<file path="src/rtl/bsa_pkg.sv">
package bsa_pkg;

    // Operand slice presented to the full-adder cell.
    typedef struct packed {
        logic a;
        logic b;
        logic cin;
    } fa_in_t;

    // Result of one full-adder evaluation.
    typedef struct packed {
        logic sum;
        logic cout;
    } fa_out_t;

    // Registered output beat of the adder.
    typedef struct packed {
        logic valid;
        logic sum;
        logic last;
        logic carry;
    } ser_out_t;

    localparam ser_out_t SER_OUT_IDLE = '{valid: 1'b0, sum: 1'b0, last: 1'b0, carry: 1'b0};

    function automatic fa_out_t full_add(input fa_in_t x);
        fa_out_t r;
        r.sum  = x.a ^ x.b ^ x.cin;
        r.cout = (x.a & x.b) | (x.a & x.cin) | (x.b & x.cin);
        return r;
    endfunction

    function automatic int unsigned pos_width(input int unsigned w);
        return (w <= 2) ? 1 : $clog2(w);
    endfunction

endpackage

</file>
<file path="src/rtl/bsa_full_adder.sv">
module bsa_full_adder
    import bsa_pkg::*;
#(
    parameter int unsigned CELL_STYLE = 0   // 0: sum/majority form, 1: two half adders
) (
    input  fa_in_t  fa_in,
    output fa_out_t fa_out
);

    generate
        if (CELL_STYLE == 0) begin : g_flat
            always_comb fa_out = full_add(fa_in);
        end else begin : g_halves
            logic half_sum;
            logic half_gen;
            always_comb begin
                half_sum      = fa_in.a ^ fa_in.b;
                half_gen      = fa_in.a & fa_in.b;
                fa_out.sum    = half_sum ^ fa_in.cin;
                fa_out.cout   = half_gen | (half_sum & fa_in.cin);
            end
        end
    endgenerate

endmodule

</file>
<file path="src/rtl/bsa_word_tracker.sv">
module bsa_word_tracker
    import bsa_pkg::*;
#(
    parameter int unsigned WORD_BITS = 8,
    localparam int unsigned POS_W = pos_width(WORD_BITS)
) (
    input  logic             clk,
    input  logic             rst,
    input  logic             adv,
    input  logic             first,
    output logic [POS_W-1:0] pos_now,
    output logic             top_bit
);

    localparam logic [POS_W-1:0] POS_TOP = POS_W'(WORD_BITS - 1);

    logic [POS_W-1:0] pos_q;

    always_comb begin
        pos_now = first ? '0 : pos_q;
        top_bit = (pos_now == POS_TOP);
    end

    always_ff @(posedge clk) begin
        if (rst) begin
            pos_q <= '0;
        end else if (adv) begin
            if (top_bit) pos_q <= '0;
            else         pos_q <= pos_now + POS_W'(1);
        end
    end

    AST_POS_IN_RANGE: assert property (@(posedge clk) disable iff (rst)
        pos_q <= POS_TOP);
    AST_POS_IDLE_HOLD: assert property (@(posedge clk) disable iff (rst)
        !adv |=> $stable(pos_q));
    AST_POS_WRAP: assert property (@(posedge clk) disable iff (rst)
        (adv && top_bit) |=> (pos_q == '0));
    AST_POS_FIRST_RESTART: assert property (@(posedge clk) disable iff (rst)
        (adv && first && !top_bit) |=> (pos_q == POS_W'(1)));

endmodule

</file>
<file path="src/rtl/bsa_carry_reg.sv">
module bsa_carry_reg (
    input  logic clk,
    input  logic rst,
    input  logic adv,
    input  logic first,
    input  logic top_bit,
    input  logic cout,
    output logic cin
);

    logic carry_q;

    always_comb cin = first ? 1'b0 : carry_q;

    always_ff @(posedge clk) begin
        if (rst)          carry_q <= 1'b0;
        else if (adv)     carry_q <= top_bit ? 1'b0 : cout;
    end

    AST_CARRY_IDLE_HOLD: assert property (@(posedge clk) disable iff (rst)
        !adv |=> $stable(carry_q));
    AST_CARRY_SQUASH: assert property (@(posedge clk) disable iff (rst)
        (adv && top_bit) |=> !carry_q);
    AST_CARRY_FIRST_ZERO: assert property (@(posedge clk) disable iff (rst)
        (adv && first) |-> !cin);

endmodule

</file>
<file path="src/rtl/bitser_word_adder.sv">
module bitser_word_adder
    import bsa_pkg::*;
#(
    parameter int unsigned WORD_BITS  = 8,
    parameter int unsigned CELL_STYLE = 0
) (
    input  logic clk,
    input  logic rst,
    input  logic bit_valid,
    input  logic bit_first,
    input  logic op_a,
    input  logic op_b,
    output logic res_valid,
    output logic res_sum,
    output logic res_last,
    output logic res_carry
);

    localparam int unsigned POS_W = pos_width(WORD_BITS);

    logic [POS_W-1:0] pos_now;
    logic             top_bit;
    logic             cin;
    fa_in_t           cell_in;
    fa_out_t          cell_out;
    ser_out_t         out_q;

    bsa_word_tracker #(.WORD_BITS(WORD_BITS)) u_tracker (
        .clk     (clk),
        .rst     (rst),
        .adv     (bit_valid),
        .first   (bit_first),
        .pos_now (pos_now),
        .top_bit (top_bit)
    );

    bsa_carry_reg u_carry (
        .clk     (clk),
        .rst     (rst),
        .adv     (bit_valid),
        .first   (bit_first),
        .top_bit (top_bit),
        .cout    (cell_out.cout),
        .cin     (cin)
    );

    always_comb begin
        cell_in.a   = op_a;
        cell_in.b   = op_b;
        cell_in.cin = cin;
    end

    bsa_full_adder #(.CELL_STYLE(CELL_STYLE)) u_cell (
        .fa_in  (cell_in),
        .fa_out (cell_out)
    );

    always_ff @(posedge clk) begin
        if (rst || !bit_valid) begin
            out_q <= SER_OUT_IDLE;
        end else begin
            out_q.valid <= 1'b1;
            out_q.sum   <= cell_out.sum;
            out_q.last  <= top_bit;
            out_q.carry <= top_bit & cell_out.cout;
        end
    end

    always_comb begin
        res_valid = out_q.valid;
        res_sum   = out_q.sum;
        res_last  = out_q.last;
        res_carry = out_q.carry;
    end

    AST_VALID_FOLLOWS: assert property (@(posedge clk) disable iff (rst)
        bit_valid |=> res_valid);
    AST_IDLE_FOLLOWS: assert property (@(posedge clk) disable iff (rst)
        !bit_valid |=> !res_valid);
    AST_QUIET_OUTPUTS: assert property (@(posedge clk) disable iff (rst)
        !res_valid |-> (!res_sum && !res_last && !res_carry));
    AST_CARRY_ON_LAST: assert property (@(posedge clk) disable iff (rst)
        res_carry |-> res_last);
    AST_POS_UNUSED_GUARD: assert property (@(posedge clk) disable iff (rst)
        (bit_valid && bit_first) |-> (pos_now == '0));

endmodule

</file>
<file path="config.mk">
export PLATFORM = sky130hd
export DESIGN_NAME = bitser_word_adder
export DESIGN_NICKNAME = d
export VERILOG_FILES = /design/src/rtl/bsa_pkg.sv /design/src/rtl/bsa_full_adder.sv /design/src/rtl/bsa_word_tracker.sv /design/src/rtl/bsa_carry_reg.sv /design/src/rtl/bitser_word_adder.sv
export SDC_FILE = /design/constraint.sdc
export NUM_CORES = 1
export LEC_CHECK = 0
export ABC_AREA = 0
export BUFFER_PORTS_ARGS = -buffer_cell sky130_fd_sc_hd__buf_4
export CORE_AREA = 5 5 42 44
export DETAILED_ROUTE_END_ITERATION = 7
export DIE_AREA = 0 0 47 49
export PLACE_DENSITY = 0.5
export RECOVER_POWER = 100
export SYNTH_ARGS = -nofsm -noshare
export SYNTH_HDL_FRONTEND = slang
export SYNTH_SLANG_ARGS = --single-unit
</file>
<file path="constraint.sdc">
create_clock -name clk -period 1.4 [get_ports clk]
set_clock_uncertainty 0.1 [all_clocks]
set_input_delay 0 -clock clk [delete_from_list [all_inputs] [get_ports clk]]
set_output_delay 0 -clock clk [all_outputs]
set_load 0.005 [all_outputs]
</file>
Word-level counts from Yosys, hierarchy flattened
Index checks and enable logic that the tools add are counted.
{"block": "word_totals", "in_bits": 6, "ff_bits": 8, "elab_cells": 23}
{"block": "op_classes", "muxes": 5, "n_eq_ne": 1, "n_reduce_logical": 2, "add_sub_neg": 1, "n_bitwise": 8}
{"operator": "two-way mux 3 bit", "n": 2}
{"operator": "bitwise AND 1 bit", "n": 4}
{"operator": "two-way mux 4 bit", "n": 1}
{"operator": "adder 3 x 1 -> 3 bit, second input constant", "n": 1}
{"operator": "equality test 3 bit, second input constant", "n": 1}
{"operator": "two-way mux 1 bit", "n": 2}
{"operator": "bitwise OR 1 bit", "n": 2}
{"operator": "XOR 1 bit", "n": 2}
{"operator": "zero test 1 bit", "n": 1}
{"operator": "logical OR 1 bit", "n": 1}

Longest topological paths before layout
Gate-level depths: netlist (run 1).
{"block": "depth", "depth_word": 6, "depth_mapped": 5, "depth_no_buf": 5}

Hierarchy
Synthesis (run 1) repeated with hierarchy kept, for this count alone.
{"block": "unflattened", "cells_unflattened": 29, "hier_area_um2": 349.1}
{"module": "bsa_word_tracker", "seq_area_each_um2": 60.1, "cells_per_inst": 15, "area_each_um2": 161.4, "n_inst": 1}
{"module": "bitser_word_adder", "seq_area_each_um2": 80.1, "cells_per_inst": 8, "area_each_um2": 118.9, "n_inst": 1}
{"module": "bsa_carry_reg", "seq_area_each_um2": 20.0, "cells_per_inst": 5, "area_each_um2": 48.8, "n_inst": 1}
{"module": "bsa_full_adder", "seq_area_each_um2": 0.0, "cells_per_inst": 1, "area_each_um2": 20.0, "n_inst": 1}

Worst setup path before layout (run 1)
Ideal clock, no wire load.
{"block": "synth_path", "path_type": "flip-flop to flip-flop", "from": "register u_carry.carry_q", "to": "register out_q (netlist bit res_sum)", "path_stages_with_launch": 4, "setup_ps": 116, "arrival_ps": 1009, "synth_period_minus_slack_ps": 1225, "slack_ps": 175, "required_ps": 1184, "cell_sequence": "dfxtp_1 > nor2b_1 > fa_1 > and2_2"}
{"item": "from (decl)", "line": "bsa_carry_reg.sv:11", "source": "logic carry_q;"}
{"item": "from (signal assigned)", "line": "bsa_carry_reg.sv:17", "source": "else if (adv) carry_q <= top_bit ? 1'b0 : cout;"}
{"item": "to (decl)", "line": "bitser_word_adder.sv:26", "source": "ser_out_t out_q;"}

==> results of run 1 <==
-- critical path, stage by stage (launching register included) --
cell and delay, ns:
dfxtp_1 0.32, nor2b_1 0.16, fa_1 0.42, and2_2 0.17
-- where the power goes --
part,switching (mW),internal (mW),leakage (nW),total (mW)
combinational,0.0188,0.0277,0.138,0.0465
sequential,0.00298,0.236,0.0654,0.239
clock,0.0764,0.0980,0.0138,0.174
-- logic make-up after synthesis --
group,Yosys count,share of synthesized area [%]
buf+inv,1,3.261
mux,2,5.797
simple gates,15,30.07
compound gates,1,1.448
fa+ha+maj,3,13.04
flops,8,46.38
-- layout make-up --
cell class                 count  share of cell area (%)
clock buffer                   3                   4.945
multi-input combinational     21                   37.09
tap                           16                   4.396
timing repair buffer          11                   18.41
sequential                     8                   35.16
-- final timing paths --
kind | slack, ns | to | cells after the start
worst min register to register | 0.36 | u_carry.carry_q | 2
worst min-delay path | 0.03 | res_sum | 3
worst max-delay path | 0.12 | res_sum | 3
worst max register to register | 0.12 | res_sum | 3
-- cell usage after synthesis --
cell      count
a21oi_1       1
and2_2        2
and3_1        1
and3b_1       1
buf_6         1
dfxtp_1       8
fa_1          1
ha_1          2
mux2i_1       2
nand2b_1      1
nand3b_1      1
nor2_1        3
nor2b_1       4
nor2b_4       1
nor3_2        1
-- sequential cells by signal (all words and copies together), names as in the netlist --
| signal | cells |
|---|---|
| res_last | 1 |
| res_valid | 1 |
| u_carry.carry_q | 1 |
| res_carry | 1 |
| u_tracker.pos_q | 3 |
| res_sum | 1 |
-- per-layer routing --
| metal | up-vias | track usage [%] | part of all wire, % |
|---|---|---|---|
| met4 | 0 | 2.765 | 0 |
| met2 | 13 | 7.014 | 42 |
| met3 | 0 | 6.642 | 14 |
| met1 | 111 | 6.000 | 44 |
| met5 | - | 0 | 0 |
| li1 | 124 | - | - |
-- timing repair --
item	4_1_cts	5_1_grt
endpoints found under the hold margin	5	0
hold buffers	2	0
setup endpoints to repair	0	0
==> results.json, run 1 <==
{
  "placed_cells": 54,
  "syn_avg_cell_area_um2": 11.51,
  "fmax_mhz": 781.5,
  "dr.pass1.iters": 3,
  "ys_types": 15,
  "netlist_area_um2": 345.3,
  "max-clock-path-buffers": 2,
  "synth_fp_nets": 39,
  "fin_nets": 54,
  "finalCritPeriodShare_pct": 91.40,
  "grt-ovfl-total": 0,
  "fin_crit_ns": 1.280,
  "instances_no_fill": 59,
  "core_um2": 1401,
  "ys_ff_latch": 8,
  "rsz0062_at_grt": "no",
  "final-setup-viol-count": 0,
  "maxCapViolCount": 0,
  "dp_slack_ns": 0.1246,
  "final_common_cell": "dfxtp_1",
  "synthDominantCellAreaShare_pct": 46.38,
  "crit_path_max_fanout": 2,
  "total_power_mw": 0.4598,
  "rr_startpoint": "u_carry.carry_q",
  "worst_pin_slew_ns": 0.3199,
  "slew_headroom_pct": 78.67,
  "post_cts_buffers": 0,
  "die_area_um2": 2303,
  "routedWlPerCell_um": 9.847,
  "start_util_pct": 24.64,
  "vdd_drop_max_mv": 0.6533,
  "antenna_found_initial": 0,
  "vias": 248,
  "timing.final.ws_setup_ns": 0.1205,
  "mostFrequentLayoutCells": "dfxtp_1 (8), clkbuf_4 (7), nor2b_1 (4), buf_4 (4), nor2_1 (3)",
  "clk_latency_ns": 0.25,
  "area_growth_pct": 31.88,
  "portBuffers": 9,
  "std_cell_rows": 14,
  "status": "finished clean",
  "drive_gt1_share_pct": 32.56,
  "postRouteAntennaNets": 0,
  "fp.dieW_um": 47,
  "pwr_density_cell_nw_per_um2": 1010,
  "grt_start_max_net_pins": 8,
  "yosysWarnings": 0,
  "die_y_um": 49,
  "totalWireLength_um": 581,
  "num-fill-cells": 158,
  "diodes": 0,
  "cp.required_ns": 1.44,
  "grt_util_all_layers_pct": 5.795,
  "grt_pass1_vias": 219,
  "setup_tns_ns": 0,
  "place_congestion": 0.6275,
  "whs_ns": 0.02825,
  "crit_type": "reg -> reg",
  "final_hold_viol_count": 0,
  "cts-root-buf": "clkbuf_4",
  "maxSlewViolCount": 0,
  "worstSetupStartpoint": "u_carry.carry_q",
  "synthCells": 30,
  "multiInputGateArea_um2": 168.9,
  "ys_seq_area_share_pct": 46.38,
  "numCtsBuffers": 3,
  "postLayoutCellArea_um2": 455.4,
  "path_clk_slew_ns": 0.05,
  "drt_iter0_drc": 1,
  "post_cts_resized": 0,
  "crit_path_start_kind": "flip-flop",
  "yosysTopAreaCell": "dfxtp_1",
  "hold_class": "in -> reg",
  "place_area_um2": 421.7,
  "fin_util_pct": 32.50,
  "cts.sinks": 8,
  "cp-end-kind": "flip-flop",
  "via_per_inst": 4.203,
  "ys_top_cells_by_area": "dfxtp_1 (46%), ha_1 (7.2%), nor2b_1 (7.2%)",
  "hold_path.startpoint": "op_b",
  "place_hpwl_um": 451.8,
  "seq_area_um2": 160.2,
  "p_leak_nw": 0.2169,
  "htreeDepth": 1,
  "grt_pass1_wl_um": 862,
  "worstPathArrival_ns": 1.32,
  "cts_tree": "done",
  "drc_errors": 0,
  "ioPinCount": 10
}
Power figures use the tool's default switching activity.
==> run 2: changes to the inputs <==
- CORE_AREA: 5 5 42 44 -> 3 3 40 42
- DIE_AREA: 0 0 47 49 -> 0 0 43 45
==> run 2 against run 1 <==
The flow now finishes with violations (hold timing). Die area down 16%. Routed wire length shrank 4.8%. Sequential share of layout area fell by 0.38 points. Sequential power about the same. Flip-flop and latch count did not move. Global-route usage rose by 1.5 points. Non-clock buffer count grew 1. Power is 1.8% lower.
==> results.json, run 2 (synthesis gave the netlist of run 1 again) <==
{
  "status": "complete, but fails checks",
  "violations": "hold timing",
  "std_cell_rows": 13,
  "core_um2": 1285,
  "maxSlewViolCount": 0,
  "final-setup-viol-count": 0,
  "met1_usage_pct": 5.839,
  "dr.pass1.iters": 2,
  "num-fill-cells": 140,
  "fmax_mhz": 775.5,
  "cp.required_ns": 1.48,
  "grt_util_all_layers_pct": 7.268,
  "finalCritPeriodShare_pct": 92.11,
  "ioPinCount": 10,
  "via_per_inst": 4.339,
  "crit_path_max_fanout": 3,
  "cts_tree": "done",
  "cts-root-buf": "clkbuf_4",
  "fin_util_pct": 35.83,
  "numCtsBuffers": 3,
  "worstPathArrival_ns": 1.37,
  "grt_pass1_wl_um": 952,
  "slew_headroom_pct": 84.42,
  "cp-end-kind": "flip-flop",
  "hold_path.startpoint": "bit_valid",
  "fp.dieW_um": 43,
  "final_hold_viol_count": 1,
  "worstSetupStartpoint": "u_tracker.pos_q[1]",
  "routedWlPerCell_um": 9.373,
  "multiInputGateArea_um2": 161.4,
  "drt_iter0_drc": 3,
  "area_growth_pct": 33.33,
  "antenna_found_initial": 0,
  "diodes": 0,
  "cts.sinks": 8,
  "vias": 256,
  "postLayoutCellArea_um2": 460.4,
  "path_clk_slew_ns": 0.05,
  "portBuffers": 9,
  "drc_errors": 0,
  "grtUsageMet3_pct": 7.570,
  "crit_type": "reg -> reg",
  "final_common_cell": "dfxtp_1",
  "maxCapViolCount": 0,
  "mostFrequentLayoutCells": "dfxtp_1 (8), clkbuf_4 (7), nor2b_1 (5), buf_4 (5)",
  "totalWireLength_um": 553,
  "pwr_density_cell_nw_per_um2": 981.0,
  "p_leak_nw": 0.2196,
  "place_congestion": 0.7294,
  "fin_nets": 55,
  "grt_use_met2_pct": 12.28,
  "crit_path_start_kind": "flip-flop",
  "grt_start_max_net_pins": 6,
  "whs_ns": -0.009870,
  "clk_latency_ns": 0.24,
  "place_area_um2": 420.4,
  "rsz0062_at_grt": "no",
  "setup_tns_ns": 0,
  "top_register": "u_tracker.pos_q",
  "hold_class": "in -> reg",
  "seq_area_um2": 160.2,
  "postRouteAntennaNets": 0,
  "worst_pin_slew_ns": 0.2331,
  "max-clock-path-buffers": 2,
  "fin_crit_ns": 1.290,
  "largest_register_ffs": 3,
  "busiest_layer": "met2",
  "start_util_pct": 26.87,
  "vdd_drop_max_mv": 0.6879,
  "die_area_um2": 1935,
  "die_y_um": 45,
  "drive_gt1_share_pct": 31.82,
  "grt_pass1_vias": 263,
  "rr_startpoint": "u_tracker.pos_q[1]",
  "htreeDepth": 1,
  "grt-ovfl-total": 0
}
## run 2: critical path, cell delays in order (launching register included)
cell and delay (ns):
dfxtp_1 0.30, nor2b_1 0.12, ha_1 0.19, ha_1 0.20, nand3b_1 0.16, a21oi_1 0.14
## run 2: power by group
part	switching, mW	internal [mW]
Clock	0.0679	0.0974
Sequential	0.00281	0.236
Combinational	0.0183	0.0291
## run 2: layout make-up
type	count	share of cell area (%)
Sequential cell	8	34.78
Timing Repair Buffer	12	21.20
Multi-Input combinational cell	21	35.05
Tap cell	15	4.076
Clock buffer	3	4.891
## run 2: timing repair
item | in CTS | in global routing
hold buffers | 3 | 1
resized for setup | 0 | 0
endpoints found under the hold margin | 5 | 1
buffers inserted | 0 | 0
setup endpoints to repair | 0 | 1
## run 2: through the flow
step / worst slack (ns) / power (mW) / instances / hold slack [ns]
final: 0.1105 / 0.4517 / 59 / -0.009870
after global routing: 0.02953 / 0.4851 / 59 / 0.01636
after CTS: 0.06379 / 0.4690 / 59 / 0.01573
after detailed placement: 0.1185 / 0.2892 / 53 / 0.1277
after global placement: 0.1340 / 0.2879 / 53 / 0.1260
after floorplan: 0.1749 / 0.2677 / 30 / -0.03093
## run 2: final timing paths
kind | end | slack, ns | cells past startpoint
min | u_tracker.pos_q[0] | -0.01 | 3
max reg2reg | u_carry.carry_q | 0.11 | 5
max | u_carry.carry_q | 0.11 | 5
min reg2reg | u_carry.carry_q | 0.36 | 2
## run 2: layer usage
metal | routed length, µm | up-vias
li1 | - | 130
met1 | 202 | 118
met2 | 292 | 8
met3 | 58 | 0
met4 | 0 | 0
met5 | 0 | -
